## config.mk

```make
export PLATFORM = sky130hd
export DESIGN_NAME = cdisp_top
export DESIGN_NICKNAME = d
export VERILOG_FILES = /design/src/rtl/cdisp_pkg.sv /design/src/rtl/cdisp_fetch_ctl.sv /design/src/rtl/cdisp_slot_bank.sv /design/src/rtl/cdisp_issue_sel.sv /design/src/rtl/cdisp_top.sv
export SDC_FILE = /design/constraint.sdc
export NUM_CORES = 1
export LEC_CHECK = 0
export BUFFER_PORTS_ARGS = -buffer_cell sky130_fd_sc_hd__buf_4
export CORE_MARGIN = 3
export CORE_UTILIZATION = 35
export CTS_CLUSTER_DIAMETER = 30
export DETAILED_ROUTE_END_ITERATION = 8
export PLACE_DENSITY = 0.52
export SYNTH_ARGS = -nofsm -noshare
export SYNTH_HDL_FRONTEND = slang
export SYNTH_HIERARCHICAL = 1
export SYNTH_SLANG_ARGS = --single-unit
```

## constraint.sdc

```tcl
create_clock -name clk_i -period 5.8 [get_ports clk_i]
set_input_delay 1.16 -clock clk_i [delete_from_list [all_inputs] [get_ports clk_i]]
set_output_delay 1.16 -clock clk_i [all_outputs]
set_load 0.05 [all_outputs]
```

## src/rtl/cdisp_pkg.sv

```systemverilog
package cdisp_pkg;
  localparam int unsigned NSLOT = 3;
  typedef logic [1:0] sidx_t;

  function automatic sidx_t sidx_inc(input sidx_t a);
    return (a == 2'd2) ? 2'd0 : a + 2'd1;
  endfunction

  function automatic logic [NSLOT-1:0] sidx_bit(input sidx_t a);
    case (a)
      2'd0:    return 3'b001;
      2'd1:    return 3'b010;
      2'd2:    return 3'b100;
      default: return 3'b000;
    endcase
  endfunction
endpackage

```

## src/rtl/cdisp_fetch_ctl.sv

```systemverilog
module cdisp_fetch_ctl #(
  parameter int unsigned   AW         = 16,
  parameter logic [AW-1:0] RESET_ADDR = '0
) (
  input  logic          clk_i,
  input  logic          rst_ni,
  input  logic          flush_i,
  input  logic [AW-1:0] redirect_addr_i,
  input  logic          room_i,
  input  logic          stall_i,
  output logic          fetch_en_o,
  output logic [AW-1:0] fetch_addr_o
);
  logic [AW-1:0] addr_q;

  assign fetch_en_o   = room_i && !stall_i && !flush_i;
  assign fetch_addr_o = addr_q;

  always_ff @(posedge clk_i or negedge rst_ni) begin
    if (!rst_ni)         addr_q <= RESET_ADDR;
    else if (flush_i)    addr_q <= redirect_addr_i;
    else if (fetch_en_o) addr_q <= addr_q + 1'b1;
  end
endmodule

```

## src/rtl/cdisp_slot_bank.sv

```systemverilog
module cdisp_slot_bank
  import cdisp_pkg::*;
#(
  parameter int unsigned ILEN = 32
) (
  input  logic                       clk_i,
  input  logic                       rst_ni,
  input  logic                       flush_i,
  input  logic                       wr_en_i,
  input  logic [2*ILEN-1:0]          wr_word_i,
  input  logic                       issue_en_i,
  input  logic                       issue_two_i,
  output logic [NSLOT-1:0]           valid_o,
  output sidx_t                      idx_o,
  output logic [NSLOT-1:0][ILEN-1:0] slot_o
);
  logic [NSLOT-1:0] valid_q, valid_d, wr_mask, rd_mask;
  sidx_t            idx_q, idx_d, wr_base, wr_next, idx_nx1;

  // fill only happens with at most one occupied slot; write after it
  always_comb begin
    case (valid_q)
      3'b001:  wr_base = 2'd1;
      3'b010:  wr_base = 2'd2;
      default: wr_base = 2'd0;
    endcase
  end

  assign wr_next = sidx_inc(wr_base);
  assign idx_nx1 = sidx_inc(idx_q);
  assign wr_mask = wr_en_i ? (sidx_bit(wr_base) | sidx_bit(wr_next)) : '0;
  assign rd_mask = issue_en_i ?
                   (sidx_bit(idx_q) | (issue_two_i ? sidx_bit(idx_nx1) : '0)) : '0;

  always_comb begin
    valid_d = flush_i ? '0 : ((valid_q & ~rd_mask) | wr_mask);
    if (flush_i || valid_d == '0) idx_d = '0;
    else if (issue_en_i)          idx_d = issue_two_i ? sidx_inc(idx_nx1) : idx_nx1;
    else                          idx_d = idx_q;
  end

  always_ff @(posedge clk_i or negedge rst_ni) begin
    if (!rst_ni) begin
      valid_q <= '0;
      idx_q   <= '0;
    end else begin
      valid_q <= valid_d;
      idx_q   <= idx_d;
    end
  end

  for (genvar g = 0; g < NSLOT; g++) begin : g_slot
    logic [ILEN-1:0] data_q;
    always_ff @(posedge clk_i or negedge rst_ni) begin
      if (!rst_ni) data_q <= '0;
      else if (wr_mask[g])
        data_q <= (wr_base == sidx_t'(g)) ? wr_word_i[ILEN-1:0] : wr_word_i[2*ILEN-1:ILEN];
    end
    assign slot_o[g] = data_q;
  end

  assign valid_o = valid_q;
  assign idx_o   = idx_q;
endmodule

```

## src/rtl/cdisp_issue_sel.sv

```systemverilog
module cdisp_issue_sel
  import cdisp_pkg::*;
#(
  parameter int unsigned ILEN      = 32,
  parameter logic [1:0]  MEM_CLASS = 2'b11
) (
  input  logic [NSLOT-1:0][ILEN-1:0] slot_i,
  input  logic [NSLOT-1:0]           valid_i,
  input  sidx_t                      idx_i,
  output logic                       head_ok_o,
  output logic                       two_o,
  output logic [ILEN-1:0]            mac_o,
  output logic [ILEN-1:0]            mem_o
);
  function automatic logic [ILEN-1:0] pick(input logic [NSLOT-1:0][ILEN-1:0] s, input sidx_t i);
    case (i)
      2'd0:    return s[0];
      2'd1:    return s[1];
      2'd2:    return s[2];
      default: return '0;
    endcase
  endfunction

  sidx_t           tail_idx;
  logic [ILEN-1:0] head, tail;
  logic            head_v, tail_v, is_mem;

  assign tail_idx  = sidx_inc(idx_i);
  assign head      = pick(slot_i, idx_i);
  assign tail      = pick(slot_i, tail_idx);
  assign head_v    = |(valid_i & sidx_bit(idx_i));
  assign tail_v    = |(valid_i & sidx_bit(tail_idx));
  assign two_o     = head[0];
  assign head_ok_o = head_v && (!head[0] || tail_v);
  assign is_mem    = (head[ILEN-1 -: 2] == MEM_CLASS);

  always_comb begin
    if (head[0]) begin
      mac_o = head;
      mem_o = tail;
    end else if (is_mem) begin
      mac_o = '0;
      mem_o = head;
    end else begin
      mac_o = head;
      mem_o = '0;
    end
  end
endmodule

```

## src/rtl/cdisp_top.sv

```systemverilog
module cdisp_top
  import cdisp_pkg::*;
#(
  parameter int unsigned   ILEN       = 32,
  parameter int unsigned   AW         = 16,
  parameter logic [AW-1:0] RESET_ADDR = '0,
  parameter logic [1:0]    MEM_CLASS  = 2'b11
) (
  input  logic              clk_i,
  input  logic              rst_ni,
  input  logic              flush_i,
  input  logic [AW-1:0]     redirect_addr_i,
  output logic              fetch_en_o,
  output logic [AW-1:0]     fetch_addr_o,
  input  logic [2*ILEN-1:0] fetch_data_i,
  output logic              pkt_valid_o,
  input  logic              pkt_ready_i,
  output logic [ILEN-1:0]   mac_instr_o,
  output logic [ILEN-1:0]   mem_instr_o
);
  logic [NSLOT-1:0]           slot_valid;
  sidx_t                      rd_idx;
  logic [NSLOT-1:0][ILEN-1:0] slots;
  logic                       head_ok, head_two, stall, issue_fire, room;
  logic [ILEN-1:0]            mac_d, mem_d, mac_q, mem_q;
  logic                       pkt_valid_q;

  assign stall      = pkt_valid_q && !pkt_ready_i;
  assign issue_fire = head_ok && !stall && !flush_i;
  assign room       = ($countones(slot_valid) <= 1);

  cdisp_fetch_ctl #(.AW(AW), .RESET_ADDR(RESET_ADDR)) u_fetch (
    .clk_i           (clk_i),
    .rst_ni          (rst_ni),
    .flush_i         (flush_i),
    .redirect_addr_i (redirect_addr_i),
    .room_i          (room),
    .stall_i         (stall),
    .fetch_en_o      (fetch_en_o),
    .fetch_addr_o    (fetch_addr_o)
  );

  cdisp_slot_bank #(.ILEN(ILEN)) u_bank (
    .clk_i       (clk_i),
    .rst_ni      (rst_ni),
    .flush_i     (flush_i),
    .wr_en_i     (fetch_en_o),
    .wr_word_i   (fetch_data_i),
    .issue_en_i  (issue_fire),
    .issue_two_i (head_two),
    .valid_o     (slot_valid),
    .idx_o       (rd_idx),
    .slot_o      (slots)
  );

  cdisp_issue_sel #(.ILEN(ILEN), .MEM_CLASS(MEM_CLASS)) u_sel (
    .slot_i    (slots),
    .valid_i   (slot_valid),
    .idx_i     (rd_idx),
    .head_ok_o (head_ok),
    .two_o     (head_two),
    .mac_o     (mac_d),
    .mem_o     (mem_d)
  );

  always_ff @(posedge clk_i or negedge rst_ni) begin
    if (!rst_ni) begin
      pkt_valid_q <= 1'b0;
      mac_q       <= '0;
      mem_q       <= '0;
    end else if (flush_i) begin
      pkt_valid_q <= 1'b0;
    end else if (issue_fire) begin
      pkt_valid_q <= 1'b1;
      mac_q       <= mac_d;
      mem_q       <= mem_d;
    end else if (pkt_ready_i) begin
      pkt_valid_q <= 1'b0;
    end
  end

  assign pkt_valid_o = pkt_valid_q;
  assign mac_instr_o = mac_q;
  assign mem_instr_o = mem_q;
endmodule

```

==> results.py <==
metrics = {
    "setup_path": {
        "reg2reg_from": "u_bank/idx_o[0]$_DFFE_PN0P_",
        "cp_top_family": "multiplexers",
        "critPathMaxFanout": 67,
        "max_stage_delay_ns": 0.94,
        "startpoint_type": "flip-flop",
        "critPathCaptureType": "flip-flop",
        "crit_arrival_ns": 4.39,
        "critPathLaunch": "u_bank/idx_o[0]$_DFFE_PN0P_",
        "crit_buf_inv": 2,
        "critPathKind": "flip-flop to flip-flop",
        "path_cells": "inv_2 -> mux2i_4 -> o2111ai_1 -> nand3_1 -> nor3b_4 -> buf_12 -> nor2b_1 -> o21ai_0 -> a21boi_2 -> a311oi_1",
        "required_ns": 6.08,
        "crit_slowest_cell": "mux2i_4",
    },
    "global_route": {
        "grt_overflow": 0,
        "grt_pass1_wl_um": 43940,
        "grt_pass1_vias": 7741,
        "grt_usage": 0.1758,
        "antenna_found_initial": 0,
        "grt_max_degree": 94,
    },
    "logic_synthesis": {
        "synth_common_cells": "182 x dfrtp_1, 161 x mux2i_1, 131 x nand2_1",
        "ys_async_sr_fraction": 1.000,
        "synth_enable_flop_cells": 0,
        "synth_area_leaders": "dfrtp_1 43%, mux2i_1 15%, mux2_4 7.1%",
        "yosysMostFrequentCell": "dfrtp_1",
        "synth.top_cell.area_share": 0.4329,
        "syn_area_per_cell_um2": 10.14,
        "ys_types": 57,
        "synthFlopType": "dfrtp_1",
        "synth_cells": 1038,
        "yosys_warnings": 6,
        "ys_seq_elements": 182,
        "syn-cell-area_mm2": 0.01052,
        "synth_top_cell_by_area": "dfrtp_1",
        "synth_seq_area_share": 0.4329,
        "syn-num-nets": 1127,
    },
    "sta": {
        "tightest_slew_ns": 1.026,
        "fmax_mhz": 243.6,
        "period_needed_ns": 4.105,
        "slew_headroom": 0.3014,
        "final.setup.tns_ns": 0,
        "maxSlewViolCount": 0,
        "hold_viol": 0,
        "fin_ws_ns": 1.695,
        "fin_crit_sh": 0.7078,
        "hold-worst-slack_ns": 0.5055,
        "rsz0062_at_grt": "false",
        "setup_viol": 0,
        "skew_ns": 0.01282,
    },
    "placed_design": {
        "dp_hpwl_um": 18530,
        "gp_congestion": 0.7892,
        "port_buffers": 165,
        "place_inst": 1517,
        "dpl_cell_area_mm2": 0.01191,
        "place_ws_ns": 1.687,
    },
    "final_layout": {
        "regArea_mm2": 0.004562,
        "fin_util": 0.4290,
        "antenna_cells": 0,
        "multi_input_area_mm2": 0.005454,
        "stdcell_count": 1547,
        "layout.nets": 1241,
        "syn_to_final_growth_pct": 18.93,
        "fill_cells": 2902,
        "fin_area_mm2": 0.01251,
        "drive_gt1_frac": 0.2554,
    },
    "clock_network": {
        "htreeDepth": 4,
        "root_buffer": "clkbuf_16",
        "cts_resized": 0,
        "cts_tree": "yes",
        "clock_path_buffers": 2,
        "cts_num_sinks": 182,
        "clkLatencyLatePin_ns": 0.43,
        "post_cts.repair.setup_buffers": 0,
        "numCtsBuffers": 17,
        "cts_hold_buf": 0,
        "clk_pin_slew_worst_paths_ns": 0.06,
    },
    "detailed_routing": {
        "drt_drc_violations_left": 0,
        "drt-total-wl_um": 27920,
        "drt_iter0_markers": 411,
        "drtPass1Iterations": 5,
        "final_antenna_net_count": 0,
        "via_per_inst": 4.991,
        "vias": 7721,
        "wire_per_inst_um": 18.05,
    },
    "floorplan": {
        "initial_core_util": 0.3607,
        "fp.dieH_um": 179.4,
        "num_rows": 62,
        "fp.dieW_um": 179.4,
        "dieArea_mm2": 0.03218,
        "io_pins": 166,
        "coreArea_mm2": 0.02917,
    },
    "run_status": {
        "outcome": "completed",
    },
    "worst_hold_path": {
        "worstHoldStart": "u_bank/g_slot[1].data_q[1]$_DFFE_PN0P_",
        "min_path_type": "flip-flop to flip-flop",
    },
    "pwr": {
        "p_total_mw": 6.577,
        "p_leak_nw": 5.534,
        "cellPowerDensity_mw_per_mm2": 525.6,
        "irDropWorstVdd_mv": 0.1849,
    },
    "run": {
        "cap_violations": 0,
    },
}
-- power by group --
group / switching, mW / internal, mW / total [mW]
registers: 0.444 / 1.78 / 2.22
clock network: 0.492 / 0.730 / 1.22
logic: 1.92 / 1.21 / 3.13
total: 2.86 / 3.72 / 6.58
-- state kept, by name, summed over array words and instances, names as in the netlist --
register,count
mem_instr_o,32
u_bank/g_slot.data_q,96
u_bank/idx_o,2
u_fetch/fetch_addr_o,16
mac_instr_o,32
u_bank/valid_o,3
pkt_valid_o,1
-- worst min-delay path: cells and delay by family (launching register included) --
family / cells / cell delay (ns)
compound gates: 1 / 0.06
simple gates: 1 / 0.05
flops: 1 / 0.36
-- path summary, 6_finish.rpt --
| kind | to | slack, ns | cells past startpoint |
|---|---|---|---|
| max in group asynchronous | u_bank/g_slot[0].data_q[3]$_DFFE_PN0P_ | 3.97 | 2 |
| max reg2reg | u_bank/idx_o[1]$_DFFE_PN0P_ | 1.69 | 10 |
| min reg2reg | u_bank/g_slot[1].data_q[1]$_DFFE_PN0P_ | 0.51 | 2 |
| min | u_bank/g_slot[1].data_q[1]$_DFFE_PN0P_ | 0.51 | 2 |
| max | u_bank/idx_o[1]$_DFFE_PN0P_ | 1.69 | 10 |
| min in group asynchronous | u_bank/g_slot[0].data_q[27]$_DFFE_PN0P_ | 0.81 | 1 |
-- cell type report --
class                   count  share of cell area
well taps                 384             0.03840
repair buffers            178              0.1093
multi-input cells         761              0.4359
clock buffers              22             0.03630
clock inverters             8             0.01200
flip-flops and latches    182              0.3646
inverters                  12            0.003600
-- cells in the final DEF, fill, tap and decap left out, types with 2 or more instances in the layout --
cell type	synthesis	routed
nand4b_1	2	2
a311oi_1	2	2
o2bb2ai_1	16	16
clkbuf_8	0	2
clkbuf_1	33	4
nor4_2	5	5
nor2b_1	18	17
mux2_4	50	50
inv_2	2	2
and3_1	2	2
a21oi_1	19	19
ha_2	0	3
inv_1	10	10
xnor2_1	10	10
clkbuf_16	0	17
a31oi_1	16	16
nor2_1	89	89
buf_4	13	175
buf_12	5	2
nand2_1	131	130
and2_1	16	16
o21ai_0	117	117
nand2b_2	0	2
mux2_2	15	15
dfrtp_1	182	180
o22ai_1	31	31
bufinv_16	0	4
nand2b_1	6	4
nor2b_4	1	2
o21ai_1	10	10
nor3_1	5	5
o2111ai_1	2	2
xor2_1	4	4
mux2i_1	161	161
a21boi_0	4	4
clkinv_4	0	2
nand3_1	4	4
dfrtp_4	0	2
-- cells by family (layout without fill, tap and decap cells) --
logic type	Yosys count	count (layout)	share of synthesized area
multiplexers	227	227	0.2427
AO/OA/AOI/OAI	226	226	0.1250
flip-flops	182	182	0.4329
adder cells (fa/ha/maj)	5	5	0.006660
buffers and inverters	95	220	0.05292
XOR/XNOR	14	14	0.01165
AND/OR/NAND/NOR	289	289	0.1282
-- layer usage --
layer | GRT usage | vias up | wire length [µm]
met2 | 0.2861 | 144 | 13170
li1 | - | 3881 | -
met4 | 0.03673 | 0 | 243
met1 | 0.2468 | 3679 | 13490
met5 | 0 | - | 0
met3 | 0.03118 | 17 | 1017
(Power assumes the default switching activity.)
